### src/rtl/rxs_pkg.sv
package rxs_pkg;

  localparam int WORD_W  = 32;
  localparam int ADDR_W  = 2;
  localparam int STS_W   = 4;
  localparam int PID_W   = 2;
  localparam int BCNT_W  = 11;
  localparam int CHAN_W  = 4;
  localparam int ENTRY_W = STS_W + PID_W + BCNT_W + CHAN_W;
  localparam int PAD_W   = WORD_W - ENTRY_W;

  localparam logic [ADDR_W-1:0] ADDR_PEEK = 2'd0;
  localparam logic [ADDR_W-1:0] ADDR_POP  = 2'd1;
  localparam logic [ADDR_W-1:0] ADDR_STAT = 2'd2;

  localparam int STAT_NONEMPTY_BIT = 0;
  localparam int STAT_OVF_BIT      = 1;

  typedef enum logic [STS_W-1:0] {
    STS_IN_DATA   = 4'b0010,
    STS_IN_DONE   = 4'b0011,
    STS_TOGGLE_ER = 4'b0101,
    STS_CH_HALT   = 4'b0111
  } pkt_sts_e;

  // Field order inside the struct matches the word layout, MSB first.
  typedef struct packed {
    logic [STS_W-1:0]  sts;
    logic [PID_W-1:0]  pid;
    logic [BCNT_W-1:0] bcnt;
    logic [CHAN_W-1:0] chan;
  } rx_entry_t;

  function automatic logic [WORD_W-1:0] entry_to_word(input rx_entry_t e);
    return {{PAD_W{1'b0}}, e};
  endfunction

  function automatic logic code_wants_irq(input logic [STS_W-1:0] code);
    return (code == STS_IN_DONE) || (code == STS_TOGGLE_ER) || (code == STS_CH_HALT);
  endfunction

  function automatic logic [WORD_W-1:0] status_word(input logic nonempty, input logic ovf);
    logic [WORD_W-1:0] w;
    w = '0;
    w[STAT_NONEMPTY_BIT] = nonempty;
    w[STAT_OVF_BIT]      = ovf;
    return w;
  endfunction

endpackage

### src/rtl/rxs_storage.sv
module rxs_storage #(
  parameter int DEPTH = 8,
  parameter int WIDTH = rxs_pkg::ENTRY_W,
  localparam int AW = $clog2(DEPTH),
  localparam int PW = AW + 1
) (
  input  logic             clk,
  input  logic             rst_n,
  input  logic             wr_req,
  input  logic [WIDTH-1:0] wr_data,
  input  logic             pop_req,
  output logic [WIDTH-1:0] head,
  output logic [PW-1:0]    count,
  output logic             empty,
  output logic             full,
  output logic             wr_ok,
  output logic             pop_ok
);

  logic [WIDTH-1:0] slot [DEPTH];
  logic [PW-1:0]    wr_ptr;
  logic [PW-1:0]    rd_ptr;

  assign empty  = (wr_ptr == rd_ptr);
  assign full   = (wr_ptr[AW] != rd_ptr[AW]) && (wr_ptr[AW-1:0] == rd_ptr[AW-1:0]);
  assign count  = wr_ptr - rd_ptr;
  assign wr_ok  = wr_req && !full;
  assign pop_ok = pop_req && !empty;
  assign head   = slot[rd_ptr[AW-1:0]];

  for (genvar i = 0; i < DEPTH; i++) begin : g_slot
    always_ff @(posedge clk or negedge rst_n) begin
      if (!rst_n) begin
        slot[i] <= '0;
      end else if (wr_ok && (wr_ptr[AW-1:0] == AW'(i))) begin
        slot[i] <= wr_data;
      end
    end
  end

  always_ff @(posedge clk or negedge rst_n) begin
    if (!rst_n) begin
      wr_ptr <= '0;
      rd_ptr <= '0;
    end else begin
      if (wr_ok)  wr_ptr <= wr_ptr + PW'(1);
      if (pop_ok) rd_ptr <= rd_ptr + PW'(1);
    end
  end

endmodule

### src/rtl/rxs_decode.sv
module rxs_decode
  import rxs_pkg::*;
(
  input  logic              bus_rd,
  input  logic              bus_wr,
  input  logic [ADDR_W-1:0] bus_addr,
  input  logic [WORD_W-1:0] bus_wdata,
  output logic              peek_hit,
  output logic              pop_hit,
  output logic              stat_hit,
  output logic              ovf_clr
);

  assign peek_hit = bus_rd && (bus_addr == ADDR_PEEK);
  assign pop_hit  = bus_rd && (bus_addr == ADDR_POP);
  assign stat_hit = bus_rd && (bus_addr == ADDR_STAT);
  assign ovf_clr  = bus_wr && (bus_addr == ADDR_STAT) && bus_wdata[STAT_OVF_BIT];

endmodule

### src/rtl/rxs_flags.sv
module rxs_flags
  import rxs_pkg::*;
(
  input  logic             clk,
  input  logic             rst_n,
  input  logic             push_taken,
  input  logic             push_lost,
  input  logic [STS_W-1:0] push_code,
  input  logic             ovf_clr,
  output logic             overflow,
  output logic             irq_pulse
);

  always_ff @(posedge clk or negedge rst_n) begin
    if (!rst_n) begin
      overflow  <= 1'b0;
      irq_pulse <= 1'b0;
    end else begin
      irq_pulse <= push_taken && code_wants_irq(push_code);
      if (push_lost)    overflow <= 1'b1;
      else if (ovf_clr) overflow <= 1'b0;
    end
  end

endmodule

### src/rtl/rx_status_fifo_port.sv
module rx_status_fifo_port
  import rxs_pkg::*;
#(
  parameter int DEPTH = 8,
  localparam int CW = $clog2(DEPTH) + 1
) (
  input  logic              clk,
  input  logic              rst_n,
  input  logic              push_valid,
  input  logic [STS_W-1:0]  push_pkt_sts,
  input  logic [PID_W-1:0]  push_pid,
  input  logic [BCNT_W-1:0] push_bcnt,
  input  logic [CHAN_W-1:0] push_chan,
  input  logic              bus_rd,
  input  logic              bus_wr,
  input  logic [ADDR_W-1:0] bus_addr,
  input  logic [WORD_W-1:0] bus_wdata,
  output logic [WORD_W-1:0] bus_rdata,
  output logic              rx_nonempty,
  output logic              rx_overflow,
  output logic              irq_event
);

  // Named internal events, observed by the bound checker.
  rx_entry_t     in_entry;
  rx_entry_t     head_entry;
  logic [CW-1:0] fifo_count;
  logic          fifo_empty;
  logic          fifo_full;
  logic          push_ok;
  logic          pop_ok;
  logic          push_drop;
  logic          peek_hit;
  logic          pop_hit;
  logic          stat_hit;
  logic          ovf_clr;

  assign in_entry  = '{sts: push_pkt_sts, pid: push_pid, bcnt: push_bcnt, chan: push_chan};
  assign push_drop = push_valid && fifo_full;

  rxs_decode u_decode (
    .bus_rd    (bus_rd),
    .bus_wr    (bus_wr),
    .bus_addr  (bus_addr),
    .bus_wdata (bus_wdata),
    .peek_hit  (peek_hit),
    .pop_hit   (pop_hit),
    .stat_hit  (stat_hit),
    .ovf_clr   (ovf_clr)
  );

  rxs_storage #(.DEPTH(DEPTH), .WIDTH(ENTRY_W)) u_store (
    .clk     (clk),
    .rst_n   (rst_n),
    .wr_req  (push_valid),
    .wr_data (in_entry),
    .pop_req (pop_hit),
    .head    (head_entry),
    .count   (fifo_count),
    .empty   (fifo_empty),
    .full    (fifo_full),
    .wr_ok   (push_ok),
    .pop_ok  (pop_ok)
  );

  rxs_flags u_flags (
    .clk        (clk),
    .rst_n      (rst_n),
    .push_taken (push_ok),
    .push_lost  (push_drop),
    .push_code  (push_pkt_sts),
    .ovf_clr    (ovf_clr),
    .overflow   (rx_overflow),
    .irq_pulse  (irq_event)
  );

  assign rx_nonempty = !fifo_empty;

  always_ff @(posedge clk or negedge rst_n) begin
    if (!rst_n) begin
      bus_rdata <= '0;
    end else if (bus_rd) begin
      if (peek_hit || pop_hit)
        bus_rdata <= fifo_empty ? '0 : entry_to_word(head_entry);
      else if (stat_hit)
        bus_rdata <= status_word(!fifo_empty, rx_overflow);
      else
        bus_rdata <= '0;
    end
  end

endmodule

### config.mk
export PLATFORM = sky130hd
export DESIGN_NAME = rx_status_fifo_port
export DESIGN_NICKNAME = d
export VERILOG_FILES = /design/src/rtl/rxs_pkg.sv /design/src/rtl/rxs_storage.sv /design/src/rtl/rxs_decode.sv /design/src/rtl/rxs_flags.sv /design/src/rtl/rx_status_fifo_port.sv
export SDC_FILE = /design/constraint.sdc
export NUM_CORES = 1
export LEC_CHECK = 0
export ABC_AREA = 1
export BUFFER_PORTS_ARGS = -buffer_cell sky130_fd_sc_hd__buf_2
export CAP_MARGIN = 20
export CORE_ASPECT_RATIO = 0.75
export CORE_MARGIN = 2
export CORE_UTILIZATION = 40
export CTS_CLUSTER_DIAMETER = 100
export DETAILED_ROUTE_END_ITERATION = 10
export GPL_ROUTABILITY_DRIVEN = 0
export PLACE_DENSITY = 0.54
export SLEW_MARGIN = 25
export SYNTH_ARGS = -nofsm -noshare
export SYNTH_HDL_FRONTEND = slang
export SYNTH_HIERARCHICAL = 1
export SYNTH_SLANG_ARGS = --single-unit
### constraint.sdc
create_clock -name clk -period 2.6 [get_ports clk]
set_input_delay 0.52 -clock clk [delete_from_list [all_inputs] [get_ports clk]]
set_output_delay 0.52 -clock clk [all_outputs]
set_load 0.02 [all_outputs]
==> After elaboration in Yosys (flattened, before gate mapping) <==
Cells that the tools add are included.
{ "word_totals": {"register_bits": 210, "inputBits": 60, "wordCells": 66} }
{ "classes": {"n_addsub": 2, "magnitude_cmp": 1, "n_eq_ne": 15, "muxes": 8, "bitwise": 1, "reduce_logical": 26} }
{ "ops": {"columns": ["operator", "n"], "rows": [
  ["$mux W21", 4],
  ["$bmux W21 S3", 1],
  ["$logic_and A1 B1 Y1", 18],
  ["$eq A3 B3 Y1 const B", 4],
  ["$add A4 B1 Y4 const B", 2],
  ["$eq A4 B3 Y1 const B", 2],
  ["$eq A3 B2 Y1 const B", 2],
  ["$eq A4 B2 Y1 const B", 1],
  ["$eq A4 B4 Y1", 1],
  ["$ge A4 B4 Y1 const B", 1],
  ["$not A3 Y4", 1],
  ["$eq A3 B1 Y1 const B", 1],
  ["$eq A3 B3 Y1", 1],
  ["$logic_not A3 Y1", 1],
  ["$logic_or A1 B1 Y1", 3],
  ["$eq A2 B1 Y1 const B", 1],
  ["$eq A2 B2 Y1 const B", 1],
  ["$logic_not A1 Y1", 2],
  ["$logic_not A2 Y1", 1],
  ["$mux W1", 2],
  ["$mux W2", 1],
  ["$reduce_bool A2 Y1", 1],
  ["$ne A1 B1 Y1", 1]
]} }

==> Depth between registers and ports, before layout <==
Gate-level depths: netlist of the first run.
{ "logic_depth": {"word_depth": 6, "mapped_depth": 13, "ltp_nobuf": 11} }

==> By module <==
The synthesis of the first run kept the hierarchy.
{ "modules_own_cells": {"columns": ["module", "instances", "cells_each", "area_each_um2", "seq_area_each_um2"], "rows": [
  ["rxs_storage", 1, 1254, 9401.5, 4404.2],
  ["rx_status_fifo_port", 1, 119, 1001.0, 525.5],
  ["rxs_flags", 1, 8, 77.6, 50.0],
  ["rxs_decode", 1, 10, 40.0, 0.0]
]} }

==> Worst setup path after synthesis of the first run <==
OpenSTA, ideal clock, no wires.
{ "synth_timing": {"kind": "register to output", "from": "reg u_store.rd_ptr[2]", "to": "out rx_nonempty", "t_arrival_ns": 1.668, "t_required_ns": 2.080, "setup_slack_ns": 0.412, "stages_incl_launch_ff": 10, "path_buffers": 2, "path_cell_list": "dfrtp_1 -> clkbuf_1 -> inv_1 -> clkbuf_1 -> ha_1 -> nand2_1 -> nor2_2 -> nand2_1 -> inv_1 -> inv_1"} }
{ "synth_between": {"elab_chain_cells": 2} }
{ "synth_lines": {"columns": ["element", "line", "text"], "rows": [
  ["start: declaration", "rxs_storage.sv:22", "logic [PW-1:0] rd_ptr;"],
  ["start signal: assignment", "rxs_storage.sv:47", "if (pop_ok) rd_ptr <= rd_ptr + PW'(1);"],
  ["$eq A4 B4 Y1", "rxs_storage.sv:24", "assign empty = (wr_ptr == rd_ptr);"],
  ["via fifo_empty", "rx_status_fifo_port.sv:28", "logic fifo_empty;"],
  ["$logic_not A1 Y1", "rx_status_fifo_port.sv:77", "assign rx_nonempty = !fifo_empty;"],
  ["end: declaration", "rx_status_fifo_port.sv:19", "output logic rx_nonempty,"]
]} }
The timed path passes the listed nets, and every way through them passes these cells.

==> Worst setup path after layout of the first run <==
{ "layout_timing": {"from": "reg u_store.wr_ptr[0]", "to": "out rx_nonempty"} }
{ "layout_between": {"elab_chain_cells": 2} }
{ "layout_lines": {"columns": ["element", "line", "text"], "rows": [
  ["start: declaration", "rxs_storage.sv:21", "logic [PW-1:0] wr_ptr;"],
  ["start signal: assignment", "rxs_storage.sv:46", "if (wr_ok) wr_ptr <= wr_ptr + PW'(1);"],
  ["$eq A4 B4 Y1", "rxs_storage.sv:24", null],
  ["via fifo_empty", "rx_status_fifo_port.sv:28", null],
  ["$logic_not A1 Y1", "rx_status_fifo_port.sv:77", null]
]} }
The timed path passes the listed nets, and every way through them passes these cells.

==> results of run 1 <==
worst paths after layout:
check	to	slack, ps	depth (start not counted)
max	rx_nonempty	110	8
min	u_store/slot[102]	60	1
max reg2reg	u_store/slot[153]	540	10
min reg2reg	u_store/slot[70]	470	2
max in group asynchronous	u_store/rd_ptr[0]	1800	2
min in group clk	bus_rdata[1]	360	3
metal layers:
layer  part of all wire  track usage  wire (um)  vias to the layer above
met5                  0            0          0                        -
met3              0.078      0.06722       2608                       24
met1               0.50       0.3835      16650                     4552
li1                   -            -          -                     4430
met4             0.0093      0.04733        311                        0
met2               0.42       0.3602      14020                      271
layout by cell type (no fill, tap or decap), drive strengths merged:
cell type and count:
buf 99, nor2 54, ha 10, conb 11, bufinv 2, clkinv 6
nand4 168, o21bai 1, nand3 33, xor2 2, dfrtp 199, o21ai 86
clkinvlp 3, xnor2 1, inv 34, nand2 653, clkbuf 18
critical path: cells and delay by family (launching register included):
kind / cells / cell delay, ps
simple gates: 2 / 290
buf+inv: 5 / 520
fa+ha+maj: 1 / 290
flops: 1 / 410
layout make-up:
cell class | instances | area, um^2
Fill cell | 2655 | 14480
Clock inverter | 14 | 150.1
Inverter | 31 | 116.4
Timing Repair Buffer | 100 | 694.4
Multi-Input combinational cell | 1019 | 4566
Sequential cell | 199 | 4981
Clock buffer | 17 | 425.4
Tap cell | 344 | 430.4
where the power goes:
group / switching, uW / internal, uW / leakage, uW
Combinational: 4440 / 1870 / 0.00328
Clock: 1270 / 1420 / 0.000276
Sequential: 724 / 4440 / 0.00253
through the flow:
| stage | utilization | instance area [um^2] |
|---|---|---|
| 3_3_place_gp | 0.4174 | 10790 |
| 6_report | 0.4397 | 11360 |
| 5_1_grt | 0.4397 | 11360 |
| 4_1_cts | 0.4397 | 11360 |
| 3_5_place_dp | 0.4174 | 10790 |
| 2_1_floorplan | - | 10490 |
state kept, by name, summed over array words and instances (netlist names):
signal and flops:
u_store/slot 168, bus_rdata 21, u_store/rd_ptr 4, u_store/wr_ptr 4, u_flags/irq_pulse 1, u_flags/overflow 1
==> results.yml, run 1 <==
sta:
  final_hold_viol_count: 0
  period_minus_slack_ps: 2491
  fmax_mhz: 401.5
  post-route-period-util: 0.9579
  whs_ps: 63.12
  relSlewSlack: 0.5405
  slew_viol_final: 0
  skew_ps: 14.31
  setup_ws_ps: 109.5
  rsz0062_at_grt: "no"
  max_slew.worst_pin.slew_ps: 689.3
  finalSetupViolCount: 0
  setup_tns_ps: 0
placement:
  portBuffers: 52
  pre_cts_ws_ps: 569.5
  dp_cells: 1693
  hpwl_um: 19800
clock_tree:
  cts_resized: 0
  cts_tree: "done"
  clock_latency_ps: 460
  cts_buffers: 17
  cts_sinks: 199
  cts_post_setup_buffers_inserted: 0
  clock_path_buffers: 2
  postCtsHoldBufs: 0
  htreeDepth: 4
  root_buffer: "clkbuf_16"
  clk_pin_slew_worst_paths_ps: 70
setup_path:
  critical_path.slowest_cell: "dfrtp_1"
  cpMostUsedCell: "inv_1"
  crit_path_end_kind: "output pin"
  worstPathArrival_ps: 1970
  path_max_fanout: 5
  worstPathCellList: "inv_1 -> ha_1 -> inv_1 -> nor2_2 -> nand2_1 -> inv_1 -> inv_1 -> buf_2"
  critical_path_class: "flop to output pin"
  slowest_delay_ps: 410
  critPathRequiredTime_ps: 2080
  rr_startpoint: "u_store/wr_ptr[0]"
  crit_path_start: "u_store/wr_ptr[0]"
  crit_path_start_kind: "flop"
floorplan:
  std_cell_rows: 51
  die_area_um2: 27460
  initial_core_util: 0.4046
  dieWidth_um: 190.7
  num_io_pins: 95
  core_um2: 25840
  die_h_um: 144.0
finish:
  syn2layout_area_growth_pct: 8.688
  fin_nets: 1438
  drive_gt1_frac: 0.1080
  diodes: 0
  finalNonFillerCells: 1724
hold_path:
  hp-class: "primary input to asynchronous set/reset pin"
global_routing:
  grt_overflow: 0
  antenna_found_initial: 0
  grt_util_all_layers: 0.2526
  grt_pass1_vias: 8558
  grt_first_pass_wirelength_um: 52270
  grt_max_degree: 91
status:
  status: "finished, final reports clean"
logic_synthesis:
  synth.avg_cell_area_um2: 7.571
  yosys_warnings: 6
  netlist_instances: 1381
  synth_area_um2: 10460
route:
  vias_per_cell: 5.381
  drc: 0
  first_pass_iters: 5
  vias: 9277
  routedWlPerCell_um: 19.49
  final_antenna_net_count: 0
  routed_wl_um: 33600
  drt_iter0_drc: 1056
power:
  p_leak_uw: 0.006091
  power_density_nw_per_um2: 1246
  peakVddDrop_mv: 0.6963
  total_power_uw: 14160
run:
  cap_violations: 0
No activity file was read; power rests on OpenSTA's default activity.
==> run 2, diff against run 1 <==
--- a/constraint.sdc
+++ b/constraint.sdc
@@ -3,2 +3,2 @@
 set_output_delay 0.52 -clock clk [all_outputs]
-set_load 0.02 [all_outputs]
+set_load 0.05 [all_outputs]
==> results.yml, run 2 (same netlist as run 1, synthesis figures left out) <==
sta:
  skew_ps: 8.823
  max_slew.worst_pin.slew_ps: 706.8
  post-route-period-util: 0.9581
  finalSetupViolCount: 0
  relSlewSlack: 0.5288
  setup_tns_ps: 0
  rsz0062_at_grt: "no"
  fmax_mhz: 401.5
  whs_ps: 80.11
  final_hold_viol_count: 0
  period_minus_slack_ps: 2491
  slew_viol_final: 0
setup_path:
  critical_path_class: "flop to output pin"
  path_max_fanout: 5
  crit_path_start_kind: "flop"
  critPathRequiredTime_ps: 2080
  cpMostUsedCell: "inv_1"
  slowest_delay_ps: 420
  worstPathCellList: "inv_1 -> ha_1 -> inv_1 -> nor2_4 -> nand2_1 -> inv_2 -> inv_1 -> clkbuf_4"
  critical_path.slowest_cell: "dfrtp_1"
  worstPathArrival_ps: 1970
  crit_family: "buffers and inverters"
  critPathBufInv: 5
  crit_path_end_kind: "output pin"
global_routing:
  grt_overflow: 0
  grt_max_degree: 87
  antenna_found_initial: 0
  grt_util_all_layers: 0.2535
  grt_pass1_vias: 8565
  grt_first_pass_wirelength_um: 52320
finish:
  multi_input_area_um2: 4571
  layout_common_cells: "648 x nand2_1, 197 x dfrtp_1, 168 x nand4_1"
  largest_reg_flops: 168
  fin_area_um2: 11490
  fillers: 2686
  top_regs: "u_store/slot: 168 flops, bus_rdata: 21 flops"
  diodes: 0
  seqCellArea_um2: 4982
  syn2layout_area_growth_pct: 9.909
  drive_gt1_frac: 0.1119
  regMostFlops: "u_store/slot"
  fin_nets: 1442
  layout_commonest_cell: "nand2_1"
route:
  final_antenna_net_count: 0
  drc: 0
  vias_per_cell: 5.345
  drt_iter0_drc: 898
  routed_wl_um: 33580
  first_pass_iters: 5
  routedWlPerCell_um: 19.42
  vias: 9242
clock_tree:
  clock_latency_ps: 440
  clk_pin_slew_worst_paths_ps: 80
  root_buffer: "clkbuf_16"
  cts_buffers: 17
  postCtsHoldBufs: 0
  cts_sinks: 199
  cts_tree: "done"
  clock_path_buffers: 2
  htreeDepth: 4
power:
  internal-power_uw: 7989
  power_density_nw_per_um2: 1277
  switchingPower_uw: 6688
  p_sw_frac: 0.4557
  p_leak_uw: 0.006158
  seqPwrFrac: 0.353
  pwr-share-clk: 0.196
  peakVddDrop_mv: 0.8231
  comb_power_share: 0.451
placement:
  hpwl_um: 19400
  portBuffers: 52
  dpl-instance-area_um2: 10810
floorplan:
  dieWidth_um: 190.7
  std_cell_rows: 51
  num_io_pins: 95
  die_area_um2: 27460
  core_um2: 25840
  die_h_um: 144.0
  initial_core_util: 0.4046
run:
  cap_violations: 0
status:
  status: "finished, final reports clean"
hold_path:
  hp-class: "primary input to asynchronous set/reset pin"
## run 2: cell type report
| cell class | instances | share of cell area |
|---|---|---|
| clock buffer | 22 | 0.04214 |
| multi-input combinational | 1019 | 0.3978 |
| inverter | 31 | 0.01013 |
| clock inverter | 10 | 0.01241 |
| tap | 344 | 0.03746 |
| sequential | 199 | 0.4336 |
| timing repair buffer | 104 | 0.06653 |
## run 2: worst paths after layout
kind / end / cells after the start / slack, ps / start
max: rx_nonempty / 8 / 110 / u_store/wr_ptr[0]
min: u_store/slot[103] / 1 / 80 / rst_n
max reg2reg: u_store/slot[109] / 9 / 260 / u_store/wr_ptr[0]
min reg2reg: u_store/slot[69] / 2 / 460 / u_store/slot[69]
max in group asynchronous: u_store/slot[90] / 2 / 1810 / rst_n
min in group clk: bus_rdata[1] / 3 / 360 / bus_rd
## run 2: repair_timing
item,CTS,global route
hold endpoints to repair,0,0
gates resized for setup,1,3
endpoints found under the setup margin,1,1
buffers inserted,0,6
## run 2: worst register-to-register path, cell delays in order (launching register included)
cell and delay, ps:
dfrtp_1 420, inv_1 130, ha_1 300, inv_1 90, nor2_4 50, nand2_4 200
buf_12 380, nand3_4 420, nand2_1 180, nand2_1 60
## run 2: routing by layer
metal,up-vias,track usage,routed length (um)
li1,4439,-,-
met1,4470,0.3922,16380
met2,310,0.3615,14260
met3,23,0.05217,2558
met4,0,0.05345,384
met5,-,0,0
## run 2: power groups by stage
stage | logic (uW) | clock network [uW] | registers, uW
final | 6620 | 2880 | 5180
after global routing | 7420 | 3040 | 5350
after CTS | 6440 | 2940 | 5180
after detailed placement | 6420 | 0 | 5210
after global placement | 6380 | 0 | 5200
after floorplan | 4290 | 0 | 5380
## run 2: per-stage QoR
| step | setup WS (ps) | power (uW) | cells | util |
|---|---|---|---|---|
| 2_1_floorplan | 341.8 | 9666 | 1391 | - |
| 6_report | 109.0 | 14680 | 1729 | 0.4446 |
| 3_5_place_dp | 221.3 | 11630 | 1691 | 0.4183 |
| 4_1_cts | 39.02 | 14560 | 1723 | 0.4426 |
| 3_3_place_gp | 246.0 | 11580 | 1691 | 0.4183 |
| 5_1_grt | 6.981 | 15810 | 1729 | 0.4446 |
